<file path="src/rtl/irq_router_pkg.sv">
package irq_router_pkg;

  // A core may take the head request when it is open, idle and below it.
  function automatic logic core_eligible(input logic masked,
                                         input logic busy,
                                         input logic below_req);
    return !masked && !busy && below_req;
  endfunction

  // Tree node rule: the left (lower index) child wins ties.
  function automatic logic keep_left(input logic left_ok,
                                     input logic right_ok,
                                     input logic left_le_right);
    return left_ok && (!right_ok || left_le_right);
  endfunction

endpackage

</file>
<file path="src/rtl/irq_req_fifo.sv">
module irq_req_fifo #(
  parameter int DEPTH  = 4,
  parameter int PRIO_W = 4,
  parameter int VEC_W  = 8,
  parameter int CNT_W  = $clog2(DEPTH + 1)
) (
  input  logic              clk,
  input  logic              rst_n,
  input  logic              rq_en,
  input  logic [PRIO_W-1:0] rq_prio,
  input  logic [VEC_W-1:0]  rq_vec,
  input  logic              new_en,
  input  logic [PRIO_W-1:0] new_prio,
  input  logic [VEC_W-1:0]  new_vec,
  input  logic              pop_en,
  output logic              head_valid,
  output logic [PRIO_W-1:0] head_prio,
  output logic [VEC_W-1:0]  head_vec,
  output logic              full,
  output logic [CNT_W-1:0]  count
);
  localparam int PTR_W = (DEPTH > 1) ? $clog2(DEPTH) : 1;

  logic [PRIO_W-1:0] mem_p [DEPTH];
  logic [VEC_W-1:0]  mem_v [DEPTH];
  logic [PTR_W-1:0]  rd_ptr, wr_ptr, wr_new_ptr;

  function automatic logic [PTR_W-1:0] bump(input logic [PTR_W-1:0] p);
    return (p == PTR_W'(DEPTH - 1)) ? '0 : p + 1'b1;
  endfunction

  // a requeued entry takes the first free slot, a new one the next
  assign wr_new_ptr = rq_en ? bump(wr_ptr) : wr_ptr;

  always_ff @(posedge clk) begin
    if (rq_en) begin
      mem_p[wr_ptr] <= rq_prio;
      mem_v[wr_ptr] <= rq_vec;
    end
    if (new_en) begin
      mem_p[wr_new_ptr] <= new_prio;
      mem_v[wr_new_ptr] <= new_vec;
    end
  end

  always_ff @(posedge clk) begin
    if (!rst_n) begin
      rd_ptr <= '0;
      wr_ptr <= '0;
      count  <= '0;
    end else begin
      if (pop_en) rd_ptr <= bump(rd_ptr);
      if (rq_en && new_en)      wr_ptr <= bump(bump(wr_ptr));
      else if (rq_en || new_en) wr_ptr <= bump(wr_ptr);
      count <= count - CNT_W'(pop_en) + CNT_W'(rq_en) + CNT_W'(new_en);
    end
  end

  assign head_valid = (count != '0);
  assign full       = (count == CNT_W'(DEPTH));
  assign head_prio  = mem_p[rd_ptr];
  assign head_vec   = mem_v[rd_ptr];

endmodule

</file>
<file path="src/rtl/irq_lowpri_pick.sv">
module irq_lowpri_pick
  import irq_router_pkg::*;
#(
  parameter int NUM_CORES = 8,
  parameter int PRIO_W    = 4,
  parameter int IDX_W     = (NUM_CORES > 1) ? $clog2(NUM_CORES) : 1
) (
  input  logic [PRIO_W-1:0]           req_prio,
  input  logic [NUM_CORES*PRIO_W-1:0] core_prio,
  input  logic [NUM_CORES-1:0]        core_mask,
  input  logic [NUM_CORES-1:0]        core_busy,
  output logic                        found,
  output logic [IDX_W-1:0]            sel_idx
);
  localparam int LEAVES = 1 << IDX_W;
  localparam int NODES  = 2 * LEAVES - 1;

  logic              nv [NODES];
  logic [PRIO_W-1:0] np [NODES];
  logic [IDX_W-1:0]  ni [NODES];

  // leaves sit left to right in core order
  for (genvar j = 0; j < LEAVES; j++) begin : g_leaf
    if (j < NUM_CORES) begin : g_real
      logic [PRIO_W-1:0] cp;
      assign cp               = core_prio[j*PRIO_W +: PRIO_W];
      assign nv[LEAVES-1+j]   = core_eligible(core_mask[j], core_busy[j], cp < req_prio);
      assign np[LEAVES-1+j]   = cp;
      assign ni[LEAVES-1+j]   = IDX_W'(j);
    end else begin : g_pad
      assign nv[LEAVES-1+j]   = 1'b0;
      assign np[LEAVES-1+j]   = '0;
      assign ni[LEAVES-1+j]   = '0;
    end
  end

  for (genvar k = 0; k < LEAVES - 1; k++) begin : g_node
    logic take_l;
    assign take_l = keep_left(nv[2*k+1], nv[2*k+2], np[2*k+1] <= np[2*k+2]);
    assign nv[k]  = nv[2*k+1] | nv[2*k+2];
    assign np[k]  = take_l ? np[2*k+1] : np[2*k+2];
    assign ni[k]  = take_l ? ni[2*k+1] : ni[2*k+2];
  end

  assign found   = nv[0];
  assign sel_idx = ni[0];

endmodule

</file>
<file path="src/rtl/irq_pend_bank.sv">
module irq_pend_bank #(
  parameter int NUM_CORES = 8,
  parameter int IDX_W     = (NUM_CORES > 1) ? $clog2(NUM_CORES) : 1
) (
  input  logic                 clk,
  input  logic                 rst_n,
  input  logic                 set_en,
  input  logic [IDX_W-1:0]     set_idx,
  input  logic [NUM_CORES-1:0] core_ack,
  output logic [NUM_CORES-1:0] pend
);
  logic [NUM_CORES-1:0] set_mask;

  assign set_mask = set_en ? (NUM_CORES'(1) << set_idx) : '0;

  always_ff @(posedge clk) begin
    if (!rst_n) pend <= '0;
    else        pend <= (pend & ~core_ack) | set_mask;
  end

endmodule

</file>
<file path="src/rtl/irq_lowpri_router.sv">
module irq_lowpri_router #(
  parameter int NUM_CORES = 8,
  parameter int PRIO_W    = 4,
  parameter int VEC_W     = 8,
  parameter int DEPTH     = 4
) (
  input  logic                          clk,
  input  logic                          rst_n,
  input  logic                          req_valid,
  input  logic [PRIO_W-1:0]             req_prio,
  input  logic [VEC_W-1:0]              req_vec,
  output logic                          req_ready,
  input  logic [NUM_CORES*PRIO_W-1:0]   core_prio,
  input  logic [NUM_CORES-1:0]          core_mask,
  input  logic [NUM_CORES-1:0]          core_ack,
  output logic [NUM_CORES-1:0]          irq_pend,
  output logic                          fifo_nonempty,
  output logic                          dlv_valid,
  output logic [$clog2(NUM_CORES)-1:0]  dlv_core,
  output logic [VEC_W-1:0]              dlv_vec,
  output logic [PRIO_W-1:0]             dlv_prio
);
  localparam int IDX_W = $clog2(NUM_CORES);
  localparam int CNT_W = $clog2(DEPTH + 1);

  // named internal events, also watched by the checker
  logic              head_valid;
  logic [PRIO_W-1:0] head_prio;
  logic [VEC_W-1:0]  head_vec;
  logic              fifo_full;
  logic [CNT_W-1:0]  fifo_count;
  logic              pick_found;
  logic [IDX_W-1:0]  pick_idx;
  logic              deliver_now;
  logic              requeue_now;
  logic              accept_now;

  assign accept_now  = req_valid && !fifo_full;
  assign deliver_now = head_valid && pick_found;
  assign requeue_now = head_valid && !pick_found;

  irq_req_fifo #(
    .DEPTH (DEPTH), .PRIO_W(PRIO_W), .VEC_W(VEC_W), .CNT_W(CNT_W)
  ) i_fifo (
    .clk       (clk),
    .rst_n     (rst_n),
    .rq_en     (requeue_now),
    .rq_prio   (head_prio),
    .rq_vec    (head_vec),
    .new_en    (accept_now),
    .new_prio  (req_prio),
    .new_vec   (req_vec),
    .pop_en    (head_valid),
    .head_valid(head_valid),
    .head_prio (head_prio),
    .head_vec  (head_vec),
    .full      (fifo_full),
    .count     (fifo_count)
  );

  irq_lowpri_pick #(
    .NUM_CORES(NUM_CORES), .PRIO_W(PRIO_W), .IDX_W(IDX_W)
  ) i_pick (
    .req_prio (head_prio),
    .core_prio(core_prio),
    .core_mask(core_mask),
    .core_busy(irq_pend),
    .found    (pick_found),
    .sel_idx  (pick_idx)
  );

  irq_pend_bank #(
    .NUM_CORES(NUM_CORES), .IDX_W(IDX_W)
  ) i_pend (
    .clk     (clk),
    .rst_n   (rst_n),
    .set_en  (deliver_now),
    .set_idx (pick_idx),
    .core_ack(core_ack),
    .pend    (irq_pend)
  );

  always_ff @(posedge clk) begin
    if (!rst_n) begin
      dlv_valid <= 1'b0;
      dlv_core  <= '0;
      dlv_vec   <= '0;
      dlv_prio  <= '0;
    end else begin
      dlv_valid <= deliver_now;
      if (deliver_now) begin
        dlv_core <= pick_idx;
        dlv_vec  <= head_vec;
        dlv_prio <= head_prio;
      end
    end
  end

  assign req_ready     = !fifo_full;
  assign fifo_nonempty = head_valid;

endmodule

</file>
<file path="config.mk">
export PLATFORM = sky130hd
export DESIGN_NAME = irq_lowpri_router
export DESIGN_NICKNAME = d
export VERILOG_FILES = /design/src/rtl/irq_router_pkg.sv /design/src/rtl/irq_req_fifo.sv /design/src/rtl/irq_lowpri_pick.sv /design/src/rtl/irq_pend_bank.sv /design/src/rtl/irq_lowpri_router.sv
export SDC_FILE = /design/constraint.sdc
export NUM_CORES = 1
export LEC_CHECK = 0
export BUFFER_PORTS_ARGS = -buffer_cell sky130_fd_sc_hd__buf_2
export CAP_MARGIN = 5
export CORE_UTILIZATION = 40
export CTS_BUF_LIST = sky130_fd_sc_hd__clkbuf_2 sky130_fd_sc_hd__clkbuf_4 sky130_fd_sc_hd__clkbuf_8
export CTS_CLUSTER_SIZE = 30
export DETAILED_ROUTE_END_ITERATION = 8
export GPL_TIMING_DRIVEN = 0
export SYNTH_ARGS = -nofsm -noshare
export SYNTH_HDL_FRONTEND = slang
export SYNTH_SLANG_ARGS = --single-unit
export TNS_END_PERCENT = 100
</file>
<file path="constraint.sdc">
create_clock -name clk -period 18.56 [get_ports clk]
set_clock_uncertainty 0.15 [all_clocks]
set_input_delay 0.928 -clock clk [delete_from_list [all_inputs] [get_ports clk]]
set_output_delay 0.928 -clock clk [all_outputs]
set_load 0.01 [all_outputs]
</file>
==> results of run 1 <==
worst reg2reg max path, cell delays in order, from the launching register on:
cell	delay, ns
dfxtp_1	0.40
buf_1	0.74
mux4_2	0.68
inv_1	0.35
ha_1	0.33
a21oi_1	0.13
nand2_1	0.06
o21ai_1	0.41
a21boi_2	0.45
o21ai_0	0.20
ha_1	0.34
nor2b_1	0.13
o21a_1	0.16
o21a_1	0.16
o21ai_0	0.45
o22ai_1	0.34
o21ai_0	0.33
ha_1	0.29
nor2b_1	0.13
o21a_1	0.16
o21a_1	0.17
o21ai_0	0.29
a21oi_1	0.16
or3b_1	0.42
o21a_1	0.17
a31o_1	0.22
state kept, by name, indices dropped and copies added (netlist names), named ones only:
signal and flops:
dlv_vec 8, i_fifo.mem_p 16, dlv_valid 1, i_fifo.count 3
dlv_core 3, i_fifo.wr_ptr 2, i_pend.pend 8, i_fifo.rd_ptr 2
dlv_prio 4, i_fifo.mem_v 32
stage by stage:
| stage | worst slack (ns) | hold WS (ns) | total power [uW] |
|---|---|---|---|
| after floorplan | 12.05 | 0.300 | 990 |
| after global placement | 10.69 | 0.291 | 1180 |
| after detailed placement | 10.58 | 0.300 | 1210 |
| after CTS | 10.53 | 0.311 | 1360 |
| after global routing | 9.87 | 0.329 | 1480 |
| final | 10.62 | 0.308 | 1350 |
synth_stat cells, drive strengths merged, types with 2 or more instances:
| master | instances | area share (%) |
|---|---|---|
| fa | 2 | 0.72 |
| nand2 | 60 | 4.2 |
| a21oi | 41 | 3.7 |
| nand4 | 8 | 0.90 |
| buf | 8 | 1.1 |
| o21a | 10 | 1.4 |
| nor2b | 6 | 0.68 |
| edfxtp | 48 | 26 |
| a21o | 3 | 0.41 |
| or4 | 2 | 0.27 |
| a41oi | 3 | 0.95 |
| a31o | 2 | 0.32 |
| mux4 | 12 | 4.9 |
| and2 | 3 | 0.34 |
| mux2 | 53 | 11 |
| inv | 38 | 2.6 |
| nand2b | 3 | 0.34 |
| nand3b | 6 | 0.81 |
| dfxtp | 33 | 12 |
| o21ai | 21 | 2.0 |
| o31ai | 3 | 0.66 |
| ha | 58 | 13 |
| clkbuf | 7 | 0.47 |
| mux2i | 6 | 1.1 |
| a211oi | 5 | 0.77 |
| o211ai | 3 | 0.41 |
| nand3 | 13 | 1.2 |
| a31oi | 4 | 0.45 |
| nor3 | 5 | 0.45 |
| a2111oi | 5 | 0.79 |
| xnor2 | 4 | 0.63 |
| nor2 | 28 | 2.0 |
| nor3b | 3 | 0.50 |
worst max-delay path by stage:
| stage | start | end | slack (ns) | cells after the start |
|---|---|---|---|---|
| 2_1_floorplan | flip-flop | i_pend.pend[4]$_SDFF_PN0_ | 12.05 | 27 |
| 3_3_place_gp | flip-flop | i_pend.pend[4]$_SDFF_PN0_ | 10.69 | 25 |
| 3_5_place_dp | flip-flop | i_pend.pend[4]$_SDFF_PN0_ | 10.58 | 25 |
| 4_1_cts | flip-flop | i_pend.pend[4]$_SDFF_PN0_ | 10.53 | 25 |
| 5_1_grt | flip-flop | i_pend.pend[4]$_SDFF_PN0_ | 9.87 | 25 |
| 6_report | flip-flop | i_pend.pend[4]$_SDFF_PN0_ | 10.62 | 25 |
cell type report:
cell class | instances | area [sq um] | area share (%)
Multi-Input combinational cell | 387 | 3200 | 50.0
Sequential cell | 81 | 2100 | 32.8
Timing Repair Buffer | 87 | 435 | 6.79
Tap cell | 176 | 220 | 3.43
Inverter | 38 | 143 | 2.22
Clock buffer | 11 | 139 | 2.17
Buffer | 15 | 88.8 | 1.39
Clock inverter | 5 | 80.1 | 1.25
metal layers:
| metal | vias up | global-route usage (%) |
|---|---|---|
| met1 | 2106 | 27.9 |
| li1 | 2138 | - |
| met2 | 106 | 33.9 |
| met3 | 14 | 3.23 |
| met4 | 0 | 4.53 |
| met5 | - | 0 |
cell families (layout without fill, tap and decap cells):
logic type / after synthesis / count (layout)
simple gates: 143 / 143
xor+xnor: 4 / 4
compound gates: 109 / 109
mux: 71 / 71
buf+inv: 53 / 156
fa+ha+maj: 60 / 60
flops: 81 / 81
report_power, final:
group	total, uW	internal (uW)	switching [uW]
clock network	144	78.6	65.0
logic	896	378	518
registers	315	288	26.8
total	1350	745	610
==> flow_metrics.env, run 1 <==
export IMPL_worstHoldPathCells=2
export IMPL_die_x_um=120
export IMPL_drive_gt1_share_pct=28.2
export IMPL_wl_met2_mm=6.69
export IMPL_dr_wl_met3_um=558
export IMPL_core_area_sq_mm=0.0133
export IMPL_path_class="flip-flop to flip-flop"
export IMPL_slowest_stage="buf_1"
export IMPL_synth_seq_cells=81
export IMPL_synth_top_family_by_area="multiplexers"
export IMPL_drtIter0Drc=175
export IMPL_synth_xor_area_share_pct=0.633
export IMPL_peakVddDrop_v=0.0000780
export IMPL_syn_inst=521
export IMPL_yosys_area_share_simple_pct=12.7
export IMPL_io_pins=89
export IMPL_synth_edff_count=48
export IMPL_root_buffer="clkbuf_8"
export IMPL_p_per_area_mw_per_mm2=211
export IMPL_ys_flop_type="edfxtp_1"
export IMPL_hold_start="dlv_vec[3]$_SDFFE_PN0P_"
export IMPL_p_leak_uw=0.00275
export IMPL_grt_pass1_vias=4240
export IMPL_timing_final_crit_share_pct=42.8
export IMPL_synth_compound_area_share_pct=13.2
export IMPL_max_slew_margin_pct=36.6
export IMPL_ant_nets=0
export IMPL_grt_max_degree=14
export IMPL_status="completed"
export IMPL_critPathBufInv=2
export IMPL_gr_total_overflow=0
export IMPL_die_h_um=120
export IMPL_cpPeakStageDelay_ns=0.74
export IMPL_cp_arrival_ns=8.04
export IMPL_numPortBuffers=87
export IMPL_fin_setup_tns_ns=0
export IMPL_hpwl_mm=10.4
export IMPL_wl_per_cell_um=17.5
export IMPL_drv_cap=0
export IMPL_top_layer_used="met4"
export IMPL_synthMuxAreaShare_pct=17.4
export IMPL_required_ns=18.66
export IMPL_cts_sinks=81
export IMPL_clkTransAtPathRegs_ns=0.08
export IMPL_crit_top_cell="o21a_1"
export IMPL_synth_avg_cell_area_sq_um=10.6
export IMPL_cts_tree="yes"
export IMPL_vias=4364
export IMPL_place_inst=784
export IMPL_tightest_slew_ns=0.951
export IMPL_num_rows=42
export IMPL_hold_end="dlv_vec[3]$_SDFFE_PN0P_"
export IMPL_netlist_area_sq_mm=0.00554
export IMPL_antenna_found_initial=0
export IMPL_worstPathMaxFanout=10
export IMPL_ctsResizeCount=0
export IMPL_report_final_slew_viol_count=0
export IMPL_hp_class="flip-flop to flip-flop"
export IMPL_via_per_inst=5.46
export IMPL_period_minus_slack_ns=7.94
export IMPL_area_delta_synth_final_pct=15.8
export IMPL_gp_congestion=0.841
export IMPL_fin_area_sq_mm=0.00641
export IMPL_synth_nets=644
export IMPL_fin_nets=742
export IMPL_routed_wl_mm=14.0
export IMPL_synth_fa_ha_area_share_pct=13.8
export IMPL_clk_path_buf_depth=2
export IMPL_startpoint_type="flip-flop"
export IMPL_synth_warning_count=0
export IMPL_drt_pass1_iter_count=5
export IMPL_drc_errors=0
export IMPL_cts_max_level=3
export IMPL_antennaDiodeCount=0
export IMPL_setup_viol=0
export IMPL_final_common_cell="buf_2"
export IMPL_ys_seq_area_share_pct=38.0
export IMPL_rrSetupSlack_ns=10.62
export IMPL_max_freq_mhz=126
export IMPL_hold_viol_final=0
export IMPL_initial_core_util_pct=41.5
export IMPL_yosysUniqueCellTypes=64
export IMPL_crit_path_end_kind="flip-flop"
export IMPL_cts_hold_buf=0
export IMPL_utilization_pct=48.0
export IMPL_rr_endpoint="i_pend.pend[4]$_SDFF_PN0_"
export IMPL_layout_common_cells="89 x buf_2, 58 x nand2_1, 58 x ha_1"
export IMPL_async_flop_share_pct=0
export IMPL_postCtsSetupRepairBufs=0
export IMPL_die_area_sq_mm=0.0143
export IMPL_grt_pass1_wl_mm=22.4
export IMPL_wl_met1_mm=6.58
export IMPL_fillers=1276
export IMPL_dpl_cell_area_sq_mm=0.00619
export IMPL_reg2regPathDepth=25
export IMPL_stdcell_count=800
export IMPL_rsz0062_at_grt="false"
export IMPL_cp_top_family="compound AO/OA/AOI/OAI gates"
export IMPL_track_usage_pct=20.4
export IMPL_clk_latency_ns=0.35
export IMPL_cts_made_buffers=9
No activity file was read; power rests on OpenSTA's default activity.
==> run 2, diff against run 1 <==
==> constraint.sdc (replaced) <==
create_clock -name clk -period 7 [get_ports clk]
set_clock_uncertainty 0.15 [all_clocks]
set_input_delay 0.35 -clock clk [delete_from_list [all_inputs] [get_ports clk]]
set_output_delay 0.35 -clock clk [all_outputs]
set_load 0.01 [all_outputs]
==> run 2 against run 1 <==
Against the previous run:
- hold slack worse by 0.18 ns
- sequential power rose to 2.7 times the previous value
- worst setup slack worse by 10 ns
- clock-buffer cell count unchanged
- critical path depth unchanged
- sequential share of layout area down 0.79 points
- routed wire length up 1.2%
- power rose to 2.8 times the previous value
- via count up 0.53%
- critical path type unchanged
- critical endpoint unchanged
- largest cell class unchanged
==> flow_metrics.env, run 2 (synthesis gave the netlist of run 1 again) <==
export IMPL_final_common_cell="buf_2"
export IMPL_area_delta_synth_final_pct=18.6
export IMPL_utilization_pct=49.2
export IMPL_hp_class="input port to flip-flop"
export IMPL_die_h_um=120
export IMPL_peakVddDrop_v=0.000209
export IMPL_clk_latency_ns=0.36
export IMPL_clkTransAtPathRegs_ns=0.08
export IMPL_hold_viol_final=0
export IMPL_cts_sinks=81
export IMPL_hpwl_mm=10.4
export IMPL_slowest_stage="mux4_2"
export IMPL_drt_pass1_iter_count=5
export IMPL_tightest_slew_ns=0.821
export IMPL_grt_max_degree=14
export IMPL_path_class="flip-flop to flip-flop"
export IMPL_regMostFlops="i_fifo.mem_v"
export IMPL_via_per_inst=5.44
export IMPL_cpPeakStageDelay_ns=0.61
export IMPL_stdcell_count=806
export IMPL_gr_total_overflow=0
export IMPL_cp_top_family="compound AO/OA/AOI/OAI gates"
export IMPL_cts_hold_buf=0
export IMPL_track_usage_pct=20.5
export IMPL_routed_wl_mm=14.1
export IMPL_max_freq_mhz=152
export IMPL_startpoint_type="flip-flop"
export IMPL_required_ns=7.09
export IMPL_status="completed"
export IMPL_max_slew_margin_pct=45.0
export IMPL_place_inst=784
export IMPL_drc_errors=0
export IMPL_num_rows=42
export IMPL_period_minus_slack_ns=6.58
export IMPL_root_buffer="clkbuf_8"
export IMPL_fin_setup_tns_ns=0
export IMPL_p_leak_uw=0.00279
export IMPL_largest_register_ffs=32
export IMPL_fin_nets=748
export IMPL_core_area_sq_mm=0.0133
export IMPL_antenna_found_initial=0
export IMPL_drv_cap=0
export IMPL_wl_per_cell_um=17.5
export IMPL_ant_nets=0
export IMPL_crit_path_end_kind="flip-flop"
export IMPL_timing_final_crit_share_pct=94.0
export IMPL_cts_max_level=3
export IMPL_layout_common_cells="89 x buf_2, 58 x ha_1, 57 x nand2_1"
export IMPL_setup_viol=0
export IMPL_grt_pass1_vias=4243
export IMPL_cp_arrival_ns=6.67
export IMPL_initial_core_util_pct=41.5
export IMPL_fillers=1270
export IMPL_vias=4387
export IMPL_io_pins=89
export IMPL_die_x_um=120
export IMPL_drtIter0Drc=224
export IMPL_gp_congestion=0.841
export IMPL_numPortBuffers=87
export IMPL_die_area_sq_mm=0.0143
export IMPL_antennaDiodeCount=0
export IMPL_reg_largest_list="i_fifo.mem_v: 32 flops, i_fifo.mem_p: 16 flops"
export IMPL_grt_pass1_wl_mm=22.5
export IMPL_drive_gt1_share_pct=31.3
export IMPL_clk_path_buf_depth=2
export IMPL_p_per_area_mw_per_mm2=572
export IMPL_critPathBufInv=2
export IMPL_worstPathMaxFanout=10
export IMPL_report_final_slew_viol_count=0
export IMPL_cts_tree="yes"
export IMPL_cts_made_buffers=9
## run 2: changes by cell type in the layout (fill, tap and decap cells not counted), moves of 2 or more
| cell | previous run | this run |
|---|---|---|
| a2111oi_0 | 5 | 3 |
| inv_1 | 38 | 35 |
| o21ai_4 | 0 | 2 |
| clkinvlp_4 | 2 | 5 |
| buf_4 | 2 | 7 |
| o21ai_0 | 17 | 14 |
| o21ai_2 | 1 | 3 |
## run 2: path summary, 6_finish.rpt
path / start / to / slack, ns / depth (start not counted)
worst max-delay path: flip-flop / i_pend.pend[4]$_SDFF_PN0_ / 0.42 / 25
worst min-delay path: core_ack[7] / i_pend.pend[7]$_SDFF_PN0_ / 0.13 / 3
worst max register to register: flip-flop / i_pend.pend[4]$_SDFF_PN0_ / 0.42 / 25
worst min register to register: dlv_vec[3]$_SDFFE_PN0P_ / dlv_vec[3]$_SDFFE_PN0P_ / 0.31 / 2
## run 2: metal layers
layer	vias up	routed length [um]	global-route usage, %
li1	2152	-	-
met1	2111	6500	27.9
met2	109	6930	34.2
met3	15	566	3.23
met4	0	146	4.53
met5	-	0	0
## run 2: what timing repair did
| item | in CTS | in global routing |
|---|---|---|
| gates resized for setup | 15 | 15 |
| setup buffers | 0 | 6 |
| setup endpoints to repair | 11 | 11 |
| hold endpoints to repair | 0 | 0 |
## run 2: through the flow
step	power, uW	setup slack, ns	instance area [sq um]	hold slack (ns)
final	3760	0.421	6570	0.128
after global routing	4090	-0.00362	6570	0.125
after CTS	3630	0.0379	6440	0.118
after detailed placement	3210	-0.976	6190	0.300
after global placement	3120	-0.868	6190	0.291
after floorplan	2620	0.492	5540	0.300
## run 2: where the power goes
part | internal (uW) | total [uW] | switching [uW]
clock | 208 | 380 | 171
combinational | 1100 | 2540 | 1440
sequential | 764 | 836 | 71.9
## run 2: worst reg2reg max path, cell delays in order, from the launching register on
cell        delay [ns]
dfxtp_1           0.42
buf_6             0.23
mux4_2            0.62
clkinvlp_4        0.23
ha_1              0.29
a21o_1            0.21
a211oi_4          0.38
o211ai_1          0.21
nand2_1           0.20
mux2_2            0.38
ha_1              0.32
nand2_1           0.06
o21ai_0           0.28
o211ai_1          0.20
nand2_2           0.22
nor2_1            0.06
a21oi_1           0.13
ha_1              0.25
nor2b_1           0.13
o21a_1            0.16
o21a_1            0.18
o21ai_1           0.22
a21oi_1           0.14
or3b_1            0.42
o21a_1            0.17
a31o_1            0.22
## run 2: layout make-up
| type | instances | area, sq um | share of cell area (%) |
|---|---|---|---|
| plain buffers | 15 | 100 | 1.52 |
| clock buffers | 11 | 139 | 2.11 |
| clock inverters | 5 | 80.1 | 1.22 |
| inverters | 38 | 154 | 2.34 |
| multi-input cells | 387 | 3280 | 49.9 |
| flip-flops and latches | 81 | 2100 | 32.0 |
| well taps | 176 | 220 | 3.35 |
| repair buffers | 93 | 493 | 7.50 |
==> run 3, diff against run 2 <==
--- a/config.mk
+++ b/config.mk
@@ -12,6 +12,8 @@
 export CTS_CLUSTER_SIZE = 30
 export DETAILED_ROUTE_END_ITERATION = 8
 export GPL_TIMING_DRIVEN = 0
+export HOLD_SLACK_MARGIN = 0.02
+export RECOVER_POWER = 50
 export SYNTH_ARGS = -nofsm -noshare
 export SYNTH_HDL_FRONTEND = slang
 export SYNTH_SLANG_ARGS = --single-unit
==> run 3 against run 2 <==
Against the previous run:
- worst setup slack improved by 0.051 ns
- sequential cell count unchanged
- critical path depth increased by 1
- largest cell class unchanged
- largest power group unchanged
==> flow_metrics.env, run 3 (synthesis gave the netlist of run 1 again) <==
export IMPL_crit_path_end_kind="flip-flop"
export IMPL_cts_sinks=81
export IMPL_timing_final_crit_share_pct=93.3
export IMPL_slowest_stage="a2111oi_0"
export IMPL_final_common_cell="buf_2"
export IMPL_crit_top_cell="o21a_1"
export IMPL_place_inst=784
export IMPL_core_area_sq_mm=0.0133
export IMPL_wl_per_cell_um=17.6
export IMPL_required_ns=7.10
export IMPL_setup_viol=0
export IMPL_hp_class="input port to flip-flop"
export IMPL_antennaDiodeCount=0
export IMPL_drive_gt1_share_pct=24.6
export IMPL_p_sw_uw=1670
export IMPL_seq_area_sq_mm=0.00210
export IMPL_tightest_slew_ns=0.844
export IMPL_drc_errors=0
export IMPL_max_freq_mhz=153
export IMPL_utilization_pct=48.2
export IMPL_gp_congestion=0.841
export IMPL_layout_common_cells="63 x buf_2, 58 x nand2_1, 58 x ha_1"
export IMPL_cp_arrival_ns=6.63
export IMPL_cts_tree="yes"
export IMPL_drt_pass1_iter_count=5
export IMPL_num_rows=42
export IMPL_root_buffer="clkbuf_8"
export IMPL_regMostFlops="i_fifo.mem_v"
export IMPL_startpoint_type="flip-flop"
export IMPL_clk_latency_ns=0.36
export IMPL_largest_register_ffs=32
export IMPL_stdcell_count=806
export IMPL_path_class="flip-flop to flip-flop"
export IMPL_initial_core_util_pct=41.5
export IMPL_area_delta_synth_final_pct=16.2
export IMPL_drv_cap=0
export IMPL_grt_pass1_vias=4243
export IMPL_grt_pass1_wl_mm=22.5
export IMPL_max_slew_margin_pct=43.5
export IMPL_clkTransAtPathRegs_ns=0.08
export IMPL_multi_input_comb_area_sq_mm=0.00320
export IMPL_seq_power_share_pct=22.8
export IMPL_die_area_sq_mm=0.0143
export IMPL_period_minus_slack_ns=6.53
export IMPL_via_per_inst=5.42
export IMPL_track_usage_pct=20.5
export IMPL_cpPeakStageDelay_ns=0.44
export IMPL_cts_hold_buf=0
export IMPL_gr_total_overflow=0
export IMPL_numPortBuffers=87
export IMPL_rsz0062_at_grt="false"
export IMPL_pwr_share_clk_pct=10.3
export IMPL_io_pins=89
export IMPL_report_final_slew_viol_count=0
export IMPL_cts_made_buffers=9
export IMPL_fin_nets=748
export IMPL_drtIter0Drc=183
export IMPL_clk_path_buf_depth=2
export IMPL_internal_power_uw=2000
export IMPL_worstPathMaxFanout=10
export IMPL_switching_share_pct=45.4
export IMPL_antenna_found_initial=0
export IMPL_total_power_uw=3670
export IMPL_status="completed"
export IMPL_fillers=1304
export IMPL_routed_wl_mm=14.2
export IMPL_hpwl_mm=10.4
export IMPL_p_per_area_mw_per_mm2=570
export IMPL_cts_max_level=3
export IMPL_peakVddDrop_v=0.000208
export IMPL_comb_power_share_pct=66.9
export IMPL_p_leak_uw=0.00262
export IMPL_hold_viol_final=0
export IMPL_reg_largest_list="i_fifo.mem_v: 32 flops, i_fifo.mem_p: 16 flops"
export IMPL_die_x_um=120
export IMPL_die_h_um=120
export IMPL_grt_max_degree=14
export IMPL_ant_nets=0
export IMPL_vias=4370
[run 3: cell count changes in the layout (fill, tap and decap cells not counted), sizes merged]
cell / previous run / this run
clkbuf: 18 / 48
buf: 101 / 71
[run 3: critical path, delay by kind of cell, from the launching register on]
kind	cells	cell delay (ns)
buffers and inverters	3	0.70
adder cells (fa/ha/maj)	3	0.71
AO/OA/AOI/OAI	14	3.03
AND/OR/NAND/NOR	4	0.81
flip-flops	1	0.42
multiplexers	2	0.59
[run 3: power groups by stage]
stage               clock, uW  combinational, uW  sequential (uW)
global route              399               2740              852
detailed placement          0               2360              847
finish                    379               2450              836
CTS                       383               2410              837
floorplan                   0               1790              838
global placement            0               2280              839
[run 3: metal layers]
layer	up-vias	wire, um	part of all wire [%]	global-route usage [%]
li1	2151	-	-	-
met1	2101	6520	46	27.9
met2	104	6970	49	34.2
met3	14	585	4.1	3.23
met4	0	149	1.0	4.53
met5	-	0	0	0
[run 3: timing repair]
item,CTS,global route
setup endpoints to repair,11,11
setup buffers,0,6
resized for setup,15,15
hold endpoints to repair,0,0
[run 3: path summary, 6_finish.rpt]
check | from | endpoint | slack [ns] | cells past startpoint
max | flip-flop | i_pend.pend[4]$_SDFF_PN0_ | 0.47 | 26
min | core_ack[7] | i_pend.pend[7]$_SDFF_PN0_ | 0.14 | 3
max reg2reg | flip-flop | i_pend.pend[4]$_SDFF_PN0_ | 0.47 | 26
min reg2reg | dlv_vec[3]$_SDFFE_PN0P_ | dlv_vec[3]$_SDFFE_PN0P_ | 0.31 | 2
[run 3: area by class of cell]
type	instances	share of cell area, %
well taps	176	3.42
repair buffers	93	7.15
flip-flops and latches	81	32.7
multi-input cells	387	49.8
plain buffers	15	1.21
clock buffers	11	2.16
clock inverters	5	1.24
inverters	38	2.39
[run 3: metrics by stage]
step	setup TNS, ns	hold slack, ns	instance area [sq um]	setup WS [ns]
6_report	0	0.136	6440	0.471
5_1_grt	0	0.125	6440	0.000165
4_1_cts	0	0.118	6440	0.0379
3_5_place_dp	-8.17	0.300	6190	-0.976
3_3_place_gp	-6.82	0.291	6190	-0.868
2_1_floorplan	0	0.300	5540	0.492
